===== config.mk =====
export PLATFORM = sky130hd
export DESIGN_NAME = rx_desc_sink
export DESIGN_NICKNAME = d
export VERILOG_FILES = /design/src/rtl/rx_sink_pkg.sv /design/src/rtl/rx_desc_capture.sv /design/src/rtl/rx_ws_gen.sv /design/src/rtl/rx_payload_track.sv /design/src/rtl/rx_desc_sink.sv
export SDC_FILE = /design/constraint.sdc
export NUM_CORES = 1
export LEC_CHECK = 0
export BUFFER_PORTS_ARGS = -buffer_cell sky130_fd_sc_hd__buf_2
export CAP_MARGIN = 10
export CORE_MARGIN = 5
export CORE_UTILIZATION = 50
export CTS_BUF_LIST = sky130_fd_sc_hd__clkbuf_2
export DETAILED_ROUTE_END_ITERATION = 16
export PLACE_DENSITY_LB_ADDON = 0.05
export SLEW_MARGIN = 20
export SYNTH_ARGS = -nofsm -noshare
export SYNTH_HDL_FRONTEND = slang
export SYNTH_HIERARCHICAL = 1
export SYNTH_SLANG_ARGS = --single-unit

===== constraint.sdc =====
create_clock -name clk -period 2.1 [get_ports clk]
set_input_delay 0.21 -clock clk [delete_from_list [all_inputs] [get_ports clk]]
set_output_delay 0.21 -clock clk [all_outputs]
set_load 0.05 [all_outputs]

===== src/rtl/rx_sink_pkg.sv =====
package rx_sink_pkg;

   typedef enum logic [1:0] {
      DS_IDLE = 2'd0,
      DS_ACK  = 2'd1,
      DS_WAIT = 2'd2
   } desc_st_e;

   localparam int unsigned WS_OFF  = 0;
   localparam int unsigned WS_LFSR = 1;

endpackage


===== src/rtl/rx_desc_capture.sv =====
module rx_desc_capture
   import rx_sink_pkg::*;
#(
   parameter int unsigned DESC_W = 136,
   parameter int unsigned HDR_W  = 8,
   parameter int unsigned MID_W  = 64
) (
   input  logic              clk,
   input  logic              rst,
   input  logic              req_i,
   input  logic [DESC_W-1:0] desc_i,
   output logic              ack_o,
   output logic              vld_o,
   output logic [HDR_W-1:0]  hdr_o,
   output logic [MID_W-1:0]  mid_o,
   output logic [DESC_W-HDR_W-MID_W-1:0] low_o
);
   localparam int unsigned LOW_W = DESC_W - HDR_W - MID_W;

   desc_st_e st_q;

   always_ff @(posedge clk) begin
      if (rst) begin
         st_q  <= DS_IDLE;
         ack_o <= 1'b0;
         vld_o <= 1'b0;
         hdr_o <= '0;
         mid_o <= '0;
         low_o <= '0;
      end else begin
         vld_o <= 1'b0;
         ack_o <= 1'b0;
         unique case (st_q)
            DS_IDLE: begin
               if (req_i) begin
                  ack_o <= 1'b1;
                  st_q  <= DS_ACK;
               end
            end
            DS_ACK: begin
               hdr_o <= desc_i[DESC_W-1 -: HDR_W];
               mid_o <= desc_i[LOW_W +: MID_W];
               low_o <= desc_i[LOW_W-1:0];
               vld_o <= 1'b1;
               st_q  <= req_i ? DS_WAIT : DS_IDLE;
            end
            DS_WAIT: begin
               if (!req_i) st_q <= DS_IDLE;
            end
            default: st_q <= DS_IDLE;
         endcase
      end
   end

endmodule


===== src/rtl/rx_ws_gen.sv =====
module rx_ws_gen
   import rx_sink_pkg::*;
#(
   parameter int unsigned WS_MODE   = WS_LFSR,
   parameter int unsigned LFSR_W    = 16,
   parameter logic [LFSR_W-1:0] LFSR_TAPS = 16'hB400,
   parameter logic [LFSR_W-1:0] LFSR_SEED = 16'hACE1,
   parameter int unsigned WS_THR_W  = 4,
   parameter int unsigned WS_THRESH = 5
) (
   input  logic clk,
   input  logic rst,
   output logic ws_o
);
   generate
      if (WS_MODE == WS_OFF) begin : g_off
         always_ff @(posedge clk) begin
            ws_o <= 1'b0;
         end
      end else begin : g_lfsr
         logic [LFSR_W-1:0] lfsr_q;
         logic [LFSR_W-1:0] lfsr_d;

         always_comb begin
            lfsr_d = {1'b0, lfsr_q[LFSR_W-1:1]};
            if (lfsr_q[0]) lfsr_d = lfsr_d ^ LFSR_TAPS;
         end

         always_ff @(posedge clk) begin
            if (rst) begin
               lfsr_q <= LFSR_SEED;
               ws_o   <= 1'b0;
            end else begin
               lfsr_q <= lfsr_d;
               ws_o   <= ({1'b0, lfsr_q[WS_THR_W-1:0]} < (WS_THR_W+1)'(WS_THRESH));
            end
         end
      end
   endgenerate

endmodule


===== src/rtl/rx_payload_track.sv =====
module rx_payload_track #(
   parameter int unsigned DATA_W = 64,
   parameter int unsigned BE_W   = DATA_W / 8
) (
   input  logic              clk,
   input  logic              rst,
   input  logic              frame_i,
   input  logic              dv_i,
   input  logic              ws_i,
   input  logic [DATA_W-1:0] data_i,
   input  logic [BE_W-1:0]   be_i,
   output logic              out_valid_o,
   output logic [DATA_W-1:0] out_data_o,
   output logic [BE_W-1:0]   out_be_o,
   output logic              out_first_o,
   output logic              out_last_o
);
   logic              take;
   logic              hold_v_q;
   logic              hold_first_q;
   logic [DATA_W-1:0] hold_data_q;
   logic [BE_W-1:0]   hold_be_q;
   logic              started_q;

   assign take = frame_i & dv_i & ~ws_i;

   always_ff @(posedge clk) begin
      if (rst) begin
         hold_v_q     <= 1'b0;
         hold_first_q <= 1'b0;
         hold_data_q  <= '0;
         hold_be_q    <= '0;
         started_q    <= 1'b0;
         out_valid_o  <= 1'b0;
         out_data_o   <= '0;
         out_be_o     <= '0;
         out_first_o  <= 1'b0;
         out_last_o   <= 1'b0;
      end else begin
         out_valid_o <= 1'b0;
         out_first_o <= 1'b0;
         out_last_o  <= 1'b0;
         if (take) begin
            if (hold_v_q) begin
               out_valid_o <= 1'b1;
               out_data_o  <= hold_data_q;
               out_be_o    <= hold_be_q;
               out_first_o <= hold_first_q;
            end
            hold_v_q     <= 1'b1;
            hold_data_q  <= data_i;
            hold_be_q    <= be_i;
            hold_first_q <= ~started_q;
            started_q    <= 1'b1;
         end else if (!frame_i) begin
            if (hold_v_q) begin
               out_valid_o <= 1'b1;
               out_data_o  <= hold_data_q;
               out_be_o    <= hold_be_q;
               out_first_o <= hold_first_q;
               out_last_o  <= 1'b1;
            end
            hold_v_q  <= 1'b0;
            started_q <= 1'b0;
         end
      end
   end

endmodule


===== src/rtl/rx_desc_sink.sv =====
module rx_desc_sink
   import rx_sink_pkg::*;
#(
   parameter int unsigned DESC_W    = 136,
   parameter int unsigned HDR_W     = 8,
   parameter int unsigned MID_W     = 64,
   parameter int unsigned DATA_W    = 64,
   parameter int unsigned WS_MODE   = WS_LFSR,
   parameter int unsigned LFSR_W    = 16,
   parameter logic [LFSR_W-1:0] LFSR_TAPS = 16'hB400,
   parameter logic [LFSR_W-1:0] LFSR_SEED = 16'hACE1,
   parameter int unsigned WS_THR_W  = 4,
   parameter int unsigned WS_THRESH = 5
) (
   input  logic                      clk,
   input  logic                      rst,
   input  logic                      req_i,
   input  logic [DESC_W-1:0]         desc_i,
   output logic                      ack_o,
   output logic                      desc_vld_o,
   output logic [HDR_W-1:0]          desc_hdr_o,
   output logic [MID_W-1:0]          desc_hi_o,
   output logic [DESC_W-HDR_W-MID_W-1:0] desc_lo_o,
   input  logic                      frame_i,
   input  logic                      dv_i,
   input  logic [DATA_W-1:0]         data_i,
   input  logic [DATA_W/8-1:0]       be_i,
   output logic                      ws_o,
   output logic                      out_valid_o,
   output logic [DATA_W-1:0]         out_data_o,
   output logic [DATA_W/8-1:0]       out_be_o,
   output logic                      out_first_o,
   output logic                      out_last_o
);
   localparam int unsigned BE_W  = DATA_W / 8;
   localparam int unsigned LOW_W = DESC_W - HDR_W - MID_W;

   generate
      if (DATA_W % 8 != 0 || DATA_W == 0) begin : g_bad_data
         $error("DATA_W must be a nonzero multiple of 8");
      end
      if (HDR_W + MID_W >= DESC_W) begin : g_bad_desc
         $error("descriptor fields leave no low field");
      end
      if (WS_MODE > WS_LFSR) begin : g_bad_mode
         $error("WS_MODE must be 0 or 1");
      end
      if (WS_THR_W == 0 || WS_THR_W > LFSR_W) begin : g_bad_thr
         $error("WS_THR_W must be within the LFSR width");
      end
      if (LOW_W == 0) begin : g_bad_low
         $error("low field is empty");
      end
   endgenerate

   rx_desc_capture #(
      .DESC_W (DESC_W),
      .HDR_W  (HDR_W),
      .MID_W  (MID_W)
   ) i_capture (
      .clk    (clk),
      .rst    (rst),
      .req_i  (req_i),
      .desc_i (desc_i),
      .ack_o  (ack_o),
      .vld_o  (desc_vld_o),
      .hdr_o  (desc_hdr_o),
      .mid_o  (desc_hi_o),
      .low_o  (desc_lo_o)
   );

   rx_ws_gen #(
      .WS_MODE   (WS_MODE),
      .LFSR_W    (LFSR_W),
      .LFSR_TAPS (LFSR_TAPS),
      .LFSR_SEED (LFSR_SEED),
      .WS_THR_W  (WS_THR_W),
      .WS_THRESH (WS_THRESH)
   ) i_ws (
      .clk  (clk),
      .rst  (rst),
      .ws_o (ws_o)
   );

   rx_payload_track #(
      .DATA_W (DATA_W),
      .BE_W   (BE_W)
   ) i_track (
      .clk         (clk),
      .rst         (rst),
      .frame_i     (frame_i),
      .dv_i        (dv_i),
      .ws_i        (ws_o),
      .data_i      (data_i),
      .be_i        (be_i),
      .out_valid_o (out_valid_o),
      .out_data_o  (out_data_o),
      .out_be_o    (out_be_o),
      .out_first_o (out_first_o),
      .out_last_o  (out_last_o)
   );

endmodule


==> flow_summary.rst, run 1 <==
.. list-table::
   :header-rows: 1

   * - Metric
     - Value
   * - Leakage power total
     - 7.834 nW
   * - Required time of the critical path
     - 2.80 ns
   * - Fraction of layout instances using a drive strength above 1
     - 29.07%
   * - Type of the worst setup path
     - flip-flop to flip-flop
   * - DIE AREA
     - 29080 µm²
   * - Starting utilization of the core area
     - 51.02%
   * - Leading post-synthesis cells by instance count
     - dfxtp_1 (306), nand2b_1 (284), nand2_1 (144), nand4bb_1 (136), o21ai_1 (136)
   * - Ranking of synthesized cells by area
     - dfxtp_1 (48%), nand2b_1 (14%), nand4bb_1 (12%), mux2i_1 (5.7%), o21ai_1 (5.3%)
   * - Slowest stage cell, crit path
     - dlygate4sd3_1
   * - Yosys warning count
     - 6
   * - Number of storage elements in the synthesis netlist
     - 306
   * - Final Routed Wirelength
     - 39430 µm
   * - Routed via count divided by cell count
     - 5.013
   * - Biggest cell delay along the critical path
     - 0.57 ns
   * - Netlist area before placement
     - 12880 µm²
   * - Reg2Reg Depth
     - 5
   * - Most area-hungry cell type in the Yosys netlist
     - dfxtp_1
   * - Power density relative to cell area
     - 661.6 nW/µm²
   * - Total I/O pin count
     - 427
   * - Hold Path Class
     - primary input to flip-flop
   * - Worst slew margin relative to its limit
     - 53.90%
   * - Antenna violations before repair
     - 3
   * - Quantity of I/O buffers inserted on ports
     - 426
   * - Clock latency reported for the late side of the worst-skew pair
     - 0.80 ns
   * - Crit path DAT
     - 2.60 ns
   * - Post-route clock period utilization
     - 90.36%
   * - Max-cap check violation count
     - 0
   * - Most instantiated library cell after synthesis
     - dfxtp_1
   * - Clock tree from TritonCTS
     - built
   * - Highest ir drop seen on vdd
     - 0.3913 mV
   * - Antenna Violating Nets Remaining
     - 0
   * - Cts hold-fix bufs
     - 288
   * - Critical path endpoint category
     - flip-flop
   * - Via count of the first global-routing pass
     - 12260
   * - Actual slew at the worst max-slew pin
     - 0.6915 ns
   * - Instance count of the mapped netlist
     - 1311
   * - Hold Vio Cnt, Final
     - 0
   * - First-pass GRT wire length
     - 61490 µm
   * - Number of search-and-repair iterations in the first detailed-routing pass
     - 5
   * - Root buf cell
     - clkbuf_2
   * - Number of vias in the routed layout
     - 11970
   * - Final critical path time including I/O delays and setup
     - 1.898 ns
   * - Dpl hpwl
     - 23390 µm
   * - Core area
     - 25250 µm²
   * - Pre-CTS worst setup slack
     - 0.6042 ns
   * - Syn avg cell area
     - 9.828 µm²
   * - Die span in y
     - 170.5 µm
   * - Syn Nets
     - 1524
   * - Combined buffer and inverter count along the critical path
     - 2
   * - Fmax achieved
     - 527.0 MHz
   * - Final setup margin
     - 0.2024 ns
   * - Iteration-0 DRC Markers
     - 749
   * - Number of standard-cell rows in the floorplan
     - 58
   * - Total clock buffers created by CTS
     - 80
   * - Layout Nets
     - 2214
   * - Footprint of the multi-input gates
     - 5957 µm²
   * - Number of cells on the critical path
     - 5
   * - Resize count post-CTS
     - 0
   * - Final count of pins violating max slew
     - 0
   * - Clock skew after layout
     - 0.05443 ns
   * - Share of synthesized registers carrying an async set or reset
     - 0%
   * - Total number of H-tree levels
     - 3
   * - Buffers inserted during post-CTS setup optimization
     - 0
   * - Synth-to-Final Area Change
     - 43.33%
   * - Util after Layout
     - 73.13%
   * - Number of enable flip-flop cells after synthesis
     - 0
   * - Area share of the leading cell type in the synthesized netlist
     - 47.54%
   * - Final setup fails
     - 0
   * - Overflow left after global routing
     - 0
   * - All-Layer GR Usage
     - 25.72%
   * - Number of fillers in the final layout
     - 1945
   * - Largest delay share family, worst path
     - buffers and inverters
   * - Largest net degree at the start of global routing
     - 140
   * - X dimension of the die
     - 170.5 µm
   * - Sequential cell area
     - 6133 µm²
   * - Sequential element share of the synthesized area
     - 47.54%
   * - Global placer's final weighted congestion
     - 0.8155
   * - Worst hold path cell count
     - 4
   * - Summed negative setup slack over all endpoints
     - 0 ns
   * - Startpoint type of the worst setup path
     - flip-flop
   * - Run status
     - finished, final reports clean
   * - Total clock sinks
     - 306
   * - Clock slew at the register clock pins of the worst setup and hold paths
     - 0.12 ns
   * - Cell breakdown of the critical path
     - and3b_2 > buf_4 > nand2_1 > a21oi_1 > dlygate4sd3_1
   * - Count of different cell masters after synthesis
     - 30
   * - DRC
     - 0
   * - Top FF cell, synth
     - dfxtp_1
   * - Total chip power
     - 12.22 mW
   * - Detailed-route wire length per cell
     - 16.51 µm
   * - Maximum fanout along the worst path
     - 38
   * - RSZ-0062 raised after global routing
     - no
   * - Maximum clock path buffer count
     - 3
through the flow:
stage                     area, µm²  std cells  hold WS [ns]
after CTS                     18460       2384       0.06290
final                         18470       2388        0.1897
after detailed placement      14880       1961        0.3906
after global placement        14880       1961        0.3859
after global routing          18460       2386        0.1081
after floorplan               12880       1311        0.2816
logic make-up after synthesis:
family	count (synthesis)	synth area share, %
buffers and inverters	125	6.331
AOI/OAI and AO/OA	212	8.837
xor gates and xnor gates	4	0.2719
and+or+nand+nor	591	31.35
muxes	73	5.671
DFF	306	47.54
registers in the layout, indices dropped and copies added, names as in the netlist:
signal / count
i_track/out_first_o: 1
i_ws/g_lfsr.lfsr_q: 16
i_track/hold_be_q: 8
i_track/out_data_o: 64
i_capture/ack_o: 1
i_capture/mid_o: 64
i_capture/low_o: 64
i_track/out_be_o: 8
i_track/out_valid_o: 1
i_capture/hdr_o: 8
i_capture/vld_o: 1
i_track/hold_data_q: 64
i_track/hold_first_q: 1
i_track/started_q: 1
i_track/out_last_o: 1
i_capture/st_q: 2
i_ws/ws_o: 1
power breakdown:
| part | switching (mW) | total (mW) | leakage (nW) | internal (mW) |
|---|---|---|---|---|
| logic | 1.19 | 2.10 | 4.81 | 0.911 |
| clock network | 2.37 | 3.99 | 0.537 | 1.62 |
| registers | 0.112 | 6.13 | 2.49 | 6.02 |
| total | 3.67 | 12.2 | 7.83 | 8.55 |
cell type report:
| class | instances | share of cell area (%) |
|---|---|---|
| sequential | 306 | 33.21 |
| multi-input combinational | 880 | 32.26 |
| timing repair buffer | 732 | 28.48 |
| clock buffer | 120 | 3.252 |
| tap | 330 | 2.236 |
| clock inverter | 15 | 0.4878 |
| antenna | 4 | 0.05420 |
| inverter | 1 | 0.02033 |
layout by cell type (no fill, tap or decap), types with 2 or more instances in the layout:
| master | count |
|---|---|
| nor2b_1 | 2 |
| dlygate4sd3_1 | 288 |
| dfxtp_4 | 2 |
| a21oi_2 | 19 |
| o21ai_1 | 136 |
| buf_4 | 10 |
| clkinvlp_4 | 2 |
| xnor2_1 | 4 |
| diode_2 | 4 |
| inv_2 | 2 |
| clkinv_1 | 10 |
| or2_1 | 6 |
| nor3_2 | 2 |
| a21oi_1 | 55 |
| clkbuf_2 | 120 |
| mux2i_1 | 73 |
| dfxtp_1 | 304 |
| nand2_1 | 144 |
| nand2b_1 | 284 |
| buf_12 | 8 |
| nand4bb_1 | 136 |
| nor2_1 | 3 |
| buf_2 | 425 |
| and2b_1 | 6 |
worst register-to-register path, stage by stage, from the launching register on:
cell           delay, ns
dfxtp_1             0.34
and3b_2             0.24
buf_4               0.38
nand2_1             0.13
a21oi_1             0.15
dlygate4sd3_1       0.57
metal layers:
layer	track usage (%)	up-vias	share of wire, %
li1	-	5863	-
met1	29.59	5546	39
met2	43.00	426	48
met3	7.740	133	7.5
met4	13.99	2	5.4
met5	0	-	0.028
worst paths after layout:
path / endpoint / start / slack (ns)
setup / recovery: i_track/hold_data_q[0]$_SDFFE_PP0P_ / i_ws/ws_o$_SDFF_PP0_ / 0.20
hold / removal: i_capture/mid_o[62]$_SDFFE_PP0N_ / desc_i[126] / 0.19
setup reg to reg: i_track/hold_data_q[0]$_SDFFE_PP0P_ / i_ws/ws_o$_SDFF_PP0_ / 0.20
hold reg to reg: i_ws/g_lfsr.lfsr_q[7]$_SDFF_PP1_ / i_ws/g_lfsr.lfsr_q[8]$_SDFF_PP0_ / 0.40
(Power assumes the default switching activity.)
==> inputs of run 2 (changes only) <==
Settings changed: CORE_ASPECT_RATIO set to 0.5, CORE_MARGIN 5 to not set.
==> flow_summary.rst, run 2 (same netlist as run 1, synthesis figures left out) <==
.. list-table::
   :header-rows: 1

   * - Metric
     - Value
   * - Run status
     - finished, final reports clean
   * - Clock tree from TritonCTS
     - built
   * - Footprint of the multi-input gates
     - 5957 µm² (unchanged)
   * - Share of total power in sequential cells
     - 49.3% (-0.9 points)
   * - Iteration-0 DRC Markers
     - 744 (-0.67%)
   * - Reported net switching power
     - 3.732 mW (+1.8%)
   * - Logic pwr share
     - 17.8% (+0.6 points)
   * - Overflow left after global routing
     - 0 (unchanged)
   * - Clock latency reported for the late side of the worst-skew pair
     - 0.94 ns (+0.14 ns)
   * - Routed via count divided by cell count
     - 5.057 (+0.88%)
   * - Hold Vio Cnt, Final
     - 0 (unchanged)
   * - DRC
     - 0 (unchanged)
   * - Required time of the critical path
     - 2.88 ns (+0.08 ns)
   * - Total number of H-tree levels
     - 3 (unchanged)
   * - RSZ-0062 raised after global routing
     - no
   * - Total clock sinks
     - 306 (unchanged)
   * - Post-route clock period utilization
     - 92.15% (+1.8 points)
   * - First-pass GRT wire length
     - 64380 µm (+4.7%)
   * - Starting utilization of the core area
     - 51.05% (about the same)
   * - Core area
     - 25240 µm² (about the same)
   * - Clk pwr share
     - 32.8% (+0.2 points)
   * - Max-cap check violation count
     - 0 (unchanged)
   * - Clock slew at the register clock pins of the worst setup and hold paths
     - 0.12 ns (about the same)
   * - Maximum clock path buffer count
     - 3 (unchanged)
   * - Via count of the first global-routing pass
     - 12740 (+3.9%)
   * - Actual slew at the worst max-slew pin
     - 0.6706 ns (-0.02087 ns)
   * - Fmax achieved
     - 516.8 MHz (-1.9%)
   * - All-Layer GR Usage
     - 30.27% (+4.5 points)
   * - Summed negative setup slack over all endpoints
     - 0 ns (unchanged)
   * - Quantity of I/O buffers inserted on ports
     - 426 (unchanged)
   * - Highest ir drop seen on vdd
     - 0.4888 mV (+25%)
   * - Total clock buffers created by CTS
     - 70 (-13%)
   * - Final setup fails
     - 0 (unchanged)
   * - Power density relative to cell area
     - 640.8 nW/µm² (-3.1%)
   * - Clock skew after layout
     - 0.08221 ns (+0.02778 ns)
   * - Number of search-and-repair iterations in the first detailed-routing pass
     - 5 (unchanged)
   * - Synth-to-Final Area Change
     - 51.02%
   * - Fraction of layout instances using a drive strength above 1
     - 26.93% (-2.1 points)
   * - Number of fillers in the final layout
     - 1687 (-13%)
   * - Number of placed cells counting well taps
     - 1976 (+0.76%)
   * - Worst slew margin relative to its limit
     - 55.29% (+1.4 points)
   * - DIE AREA
     - 26450 µm² (-9.0%)
   * - Final Routed Wirelength
     - 41570 µm (+5.4%)
   * - Total I/O pin count
     - 427 (unchanged)
   * - Internal power
     - 8.737 mW (+2.2%)
   * - Sequential cell area
     - 6133 µm² (unchanged)
   * - Final count of pins violating max slew
     - 0 (unchanged)
   * - Critical path endpoint category
     - flip-flop
   * - Final setup margin
     - 0.1648 ns (-0.03754 ns)
   * - Root buf cell
     - clkbuf_2
   * - Startpoint type of the worst setup path
     - flip-flop
   * - Dpl hpwl
     - 22030 µm (-5.8%)
   * - Pre-CTS worst setup slack
     - 0.6017 ns (-0.002436 ns)
   * - Die span in y
     - 115.5 µm (-32%)
   * - Layout Nets
     - 2300 (+3.9%)
   * - Antenna Violating Nets Remaining
     - 0 (unchanged)
   * - Hold Path Class
     - primary input to flip-flop
   * - Crit path DAT
     - 2.72 ns (+0.12 ns)
   * - X dimension of the die
     - 229.0 µm (+34%)
   * - Leakage power total
     - 7.774 nW (-0.76%)
   * - Switching part of the total power
     - 29.93% (-0.078 points)
   * - Number of vias in the routed layout
     - 12530 (+4.6%)
   * - Leading cell types in the layout, fill and taps excluded
     - buf_2 (425), dlygate4sd3_1 (383), dfxtp_1 (304)
   * - Non-Filler Instances
     - 2477 (+3.7%)
   * - Largest net degree at the start of global routing
     - 140 (unchanged)
   * - Number of standard-cell rows in the floorplan
     - 41 (-29%)
   * - Antenna violations before repair
     - 2 (-1)
   * - Final critical path time including I/O delays and setup
     - 1.935 ns (+0.03754 ns)
   * - Type of the worst setup path
     - flip-flop to flip-flop
   * - Maximum fanout along the worst path
     - 46 (+21%)
   * - Detailed-route wire length per cell
     - 16.78 µm (+1.6%)
   * - Global placer's final weighted congestion
     - 0.7996 (-1.9%)
   * - Leading cell type in the layout, fill and taps excluded
     - buf_2
run 2: cell types whose count changed in the layout (fill, tap and decap cells not counted):
cell           change
buf_12             +4
buf_4              -4
buf_6              +1
bufinv_16          +3
clkbuf_2          -24
clkinv_1           +3
clkinvlp_4         -2
diode_2            +1
dlygate4sd3_1     +95
inv_2              -2
run 2: final timing paths:
path | start | end | slack [ns] | cells after the start
max | i_capture/st_q[1]$_SDFFE_PP0P_ | i_capture/mid_o[62]$_SDFFE_PP0N_ | 0.16 | 4
min | desc_i[37] | i_capture/low_o[37]$_SDFFE_PP0N_ | 0.10 | 4
max reg2reg | i_capture/st_q[1]$_SDFFE_PP0P_ | i_capture/mid_o[62]$_SDFFE_PP0N_ | 0.16 | 4
min reg2reg | i_ws/g_lfsr.lfsr_q[8]$_SDFF_PP0_ | i_ws/g_lfsr.lfsr_q[7]$_SDFF_PP1_ | 0.36 | 1
run 2: through the flow:
step	hold slack [ns]	total power [mW]	area (µm²)	utilization, %
CTS	0.002316	12.46	19440	77.03
detailed placement	0.3949	7.942	14960	59.27
floorplan	0.2816	7.471	12880	-
global route	0.02337	13.05	19450	77.07
finish	0.1022	12.47	19460	77.10
global placement	0.3912	7.906	14960	59.27
run 2: what timing repair did:
action | in CTS | in global routing
hold buffers | 383 | 0
buffers inserted | 0 | 0
setup endpoints to repair | 0 | 13
gates resized for setup | 0 | 1
endpoints found under the hold margin | 299 | 0
run 2: power by group through the flow:
stage,Sequential [mW],Combinational (mW),Clock [mW]
6_report,6.15,2.22,4.10
5_1_grt,6.18,2.34,4.52
4_1_cts,6.14,2.17,4.15
3_5_place_dp,6.27,1.67,0
3_3_place_gp,6.26,1.64,0
2_1_floorplan,6.75,0.722,0
run 2: area by class of cell:
cell class | count | share of cell area [%]
clock inverters | 17 | 0.8681
repair buffers | 828 | 32.23
flip-flops and latches | 306 | 31.52
multi-input cells | 880 | 30.61
inverters | 1 | 0.01929
well taps | 344 | 2.212
diodes | 5 | 0.06430
clock buffers | 96 | 2.469
run 2: critical path: stages (launching register included):
cell and delay, ns:
dfxtp_4 0.64, buf_6 0.34, nand4bb_1 0.17, dlygate4sd3_1 0.58
o21ai_1 0.08
run 2: metal layers:
metal,up-vias,track usage [%],part of all wire (%)
met5,-,0,0
met4,0,16.49,4.6
met3,142,8.612,6.0
met2,436,52.59,49
met1,5932,34.29,40
li1,6015,-,-
==> inputs of run 3 (changes only) <==
Settings changed: GPL_ROUTABILITY_DRIVEN set to 0, SYNTH_HIERARCHICAL 1 to not set.
==> flow_summary.rst, run 3 <==
.. list-table::
   :header-rows: 1

   * - Metric
     - Value
   * - Top FF cell, synth
     - dfxtp_1
   * - Leakage power total
     - 7.747 nW (-0.35%)
   * - Pre-CTS worst setup slack
     - 0.5048 ns (-0.09687 ns)
   * - Final critical path time including I/O delays and setup
     - 2.026 ns (+0.09073 ns)
   * - Non-Filler Instances
     - 2369 (-4.4%)
   * - Share of synthesized registers carrying an async set or reset
     - 0% (unchanged)
   * - Leading cell types in the layout, fill and taps excluded
     - buf_2 (425), nand2_1 (416), dlygate4sd3_1 (316)
   * - Yosys warning count
     - 0 (-6)
   * - Most area-hungry cell type in the Yosys netlist
     - dfxtp_1
   * - Total clock buffers created by CTS
     - 68 (-2.9%)
   * - Combined buffer and inverter count along the critical path
     - 2 (unchanged)
   * - Most instantiated library cell after synthesis
     - nand2_1
   * - Required time of the critical path
     - 2.84 ns (-0.04 ns)
   * - Fmax achieved
     - 493.6 MHz (-4.5%)
   * - Core area
     - 21780 µm² (-14%)
   * - First-pass GRT wire length
     - 56970 µm (-12%)
   * - Layout Nets
     - 2233 (-2.9%)
   * - Summed negative setup slack over all endpoints
     - 0 ns (unchanged)
   * - Leading cell type in the layout, fill and taps excluded
     - buf_2
   * - Number of enable flip-flop cells after synthesis
     - 0 (unchanged)
   * - Hold Vio Cnt, Final
     - 0 (unchanged)
   * - Hold Path Class
     - primary input to flip-flop
   * - Root buf cell
     - clkbuf_2
   * - Ranking of synthesized cells by area
     - dfxtp_1 (55%), nand2_1 (14%), a21oi_1 (9.5%), nand2b_1 (8.5%), mux2i_1 (6.6%)
   * - Final setup margin
     - 0.07410 ns (-0.09073 ns)
   * - Total number of H-tree levels
     - 3 (unchanged)
   * - Fraction of layout instances using a drive strength above 1
     - 27.13% (+0.20 points)
   * - Total chip power
     - 11.96 mW (-4.1%)
   * - Largest net degree at the start of global routing
     - 105 (-25%)
   * - Worst slew margin relative to its limit
     - 70.77% (+15 points)
   * - Clock skew after layout
     - 0.08752 ns (+0.005314 ns)
   * - Cell breakdown of the critical path
     - nand2b_4 > buf_12 > nand2_1 > a21oi_1 > dlygate4sd3_1
   * - Iteration-0 DRC Markers
     - 833 (+12%)
   * - Via count of the first global-routing pass
     - 12030 (-5.6%)
   * - Overflow left after global routing
     - 0 (unchanged)
   * - Dpl hpwl
     - 20220 µm (-8.2%)
   * - Actual slew at the worst max-slew pin
     - 0.4385 ns (-0.2321 ns)
   * - Detailed-route wire length per cell
     - 15.52 µm (-7.5%)
   * - Final setup fails
     - 0 (unchanged)
   * - X dimension of the die
     - 213.1 µm (-6.9%)
   * - Highest ir drop seen on vdd
     - 0.5776 mV (+18%)
   * - Instance count of the mapped netlist
     - 1283 (-2.1%)
   * - DIE AREA
     - 22920 µm² (-13%)
   * - Biggest cell delay along the critical path
     - 0.57 ns (-0.07 ns)
   * - Maximum fanout along the worst path
     - 58 (+26%)
   * - Leading post-synthesis cells by instance count
     - nand2_1 (416), dfxtp_1 (306), a21oi_1 (212), nand2b_1 (152), mux2i_1 (73)
   * - Largest delay share family, worst path
     - buffers and inverters
   * - Crit path DAT
     - 2.77 ns (+0.05 ns)
   * - Total clock sinks
     - 306 (unchanged)
   * - Clock slew at the register clock pins of the worst setup and hold paths
     - 0.12 ns (about the same)
   * - Area share of the leading cell type in the synthesized netlist
     - 54.98% (+7.4 points)
   * - Number of standard-cell rows in the floorplan
     - 38 (-7.3%)
   * - Power density relative to cell area
     - 693.5 nW/µm² (+8.2%)
   * - Number of placed cells counting well taps
     - 1932 (-2.2%)
   * - Number of storage elements in the synthesis netlist
     - 306 (unchanged)
   * - DRC
     - 0 (unchanged)
   * - Die span in y
     - 107.6 µm (-6.9%)
   * - Syn avg cell area
     - 8.684 µm² (-12%)
   * - Startpoint type of the worst setup path
     - flip-flop
   * - Antenna Violating Nets Remaining
     - 0 (unchanged)
   * - Synth-to-Final Area Change
     - 54.73%
   * - Final count of pins violating max slew
     - 0 (unchanged)
   * - Starting utilization of the core area
     - 51.17% (+0.12 points)
   * - Run status
     - finished, final reports clean
   * - Number of search-and-repair iterations in the first detailed-routing pass
     - 5 (unchanged)
   * - Count of different cell masters after synthesis
     - 19 (-37%)
   * - Sequential element share of the synthesized area
     - 54.98% (+7.4 points)
   * - Number of vias in the routed layout
     - 11640 (-7.0%)
   * - Quantity of I/O buffers inserted on ports
     - 426 (unchanged)
   * - Maximum clock path buffer count
     - 3 (unchanged)
   * - Total I/O pin count
     - 427 (unchanged)
   * - Type of the worst setup path
     - flip-flop to flip-flop
   * - Slowest stage cell, crit path
     - dlygate4sd3_1
   * - All-Layer GR Usage
     - 31.21% (+0.93 points)
   * - Final Cell Area
     - 17240 µm² (-11%)
   * - Buffers inserted during post-CTS setup optimization
     - 0 (unchanged)
   * - Critical path endpoint category
     - flip-flop
   * - Clock tree from TritonCTS
     - built
   * - Syn Nets
     - 1496 (-1.8%)
   * - Post-route clock period utilization
     - 96.47% (+4.3 points)
   * - Netlist area before placement
     - 11140 µm² (-14%)
   * - Antenna violations before repair
     - 1 (-1)
   * - Routed via count divided by cell count
     - 4.915 (-2.8%)
   * - Max-cap check violation count
     - 0 (unchanged)
   * - Final Routed Wirelength
     - 36770 µm (-12%)
   * - Area after detailed placement
     - 13430 µm² (-10%)
   * - Clock latency reported for the late side of the worst-skew pair
     - 0.83 ns (-0.11 ns)
run 3: cell count changes in the layout (fill, tap and decap cells not counted), sizes merged, moves of 2 or more:
cell,change
nand2,+272
a21oi,+137
nand4bb,-136
o21ai,-136
nand2b,-132
dlygate4sd3,-67
and2b,-6
nor2b,+5
clkinv,+4
diode,-4
inv,+3
bufinv,-2
run 3: what timing repair did:
| action | in CTS | in global routing |
|---|---|---|
| hold buffers | 316 | 0 |
| setup endpoints to repair | 0 | 41 |
| hold endpoints to repair | 253 | 0 |
| resized for setup | 0 | 4 |
run 3: cell type report:
class,count,area [µm²]
clock inverters,22,138.9
repair buffers,761,5598
inverters,1,3.754
flip-flops and latches,306,6127
clock buffers,96,480.5
well taps,300,375.4
fillers,1442,4536
diodes,1,2.502
multi-input cells,882,4514
run 3: path summary, 6_finish.rpt:
kind	startpoint	to	slack, ns	cells past startpoint
worst max-delay path	i_capture.st_q[1]$_SDFFE_PP0P_	i_capture.hdr_o[0]$_SDFFE_PP0P_	0.07	5
worst max register to register	i_capture.st_q[1]$_SDFFE_PP0P_	i_capture.hdr_o[0]$_SDFFE_PP0P_	0.07	5
worst min register to register	i_ws.g_lfsr.lfsr_q[8]$_SDFF_PP0_	i_ws.g_lfsr.lfsr_q[7]$_SDFF_PP1_	0.41	1
worst min-delay path	desc_i[26]	i_capture.low_o[26]$_SDFFE_PP0P_	0.17	4
run 3: layer usage:
metal,GRT usage [%],up-vias,wire (µm)
li1,-,5613,-
met1,33.81,5439,14520
met4,20.50,0,1996
met5,0,-,0
met2,53.70,438,18040
met3,8.926,154,2213
run 3: stage by stage:
stage	hold slack [ns]	util [%]
6_report	0.1679	79.17
5_1_grt	0.1020	79.17
4_1_cts	0.08564	79.02
3_5_place_dp	0.4002	61.65
3_3_place_gp	0.3925	61.65
2_1_floorplan	0.2824	-
run 3: cells by family (layout without fill, tap and decap cells):
family | count (synthesis) | in the layout | synth area share (%)
flops | 306 | 306 | 54.98
simple gates | 592 | 593 | 23.81
xor+xnor | 3 | 3 | 0.2359
buf+inv | 96 | 880 | 4.829
mux | 73 | 73 | 6.558
other cells | 0 | 1 | 0
compound gates | 213 | 213 | 9.590
run 3: where the power goes:
group / internal (mW) / switching [mW] / leakage [nW]
Clock: 1.47 / 2.35 / 0.473
Sequential: 6.02 / 0.109 / 2.49
Combinational: 0.850 / 1.15 / 4.78
run 3: tightest hold or removal path: stages:
cell	delay [ns]
dlygate4sd3_1	0.54
buf_2	0.12
nand2_1	0.04
a21oi_1	0.06
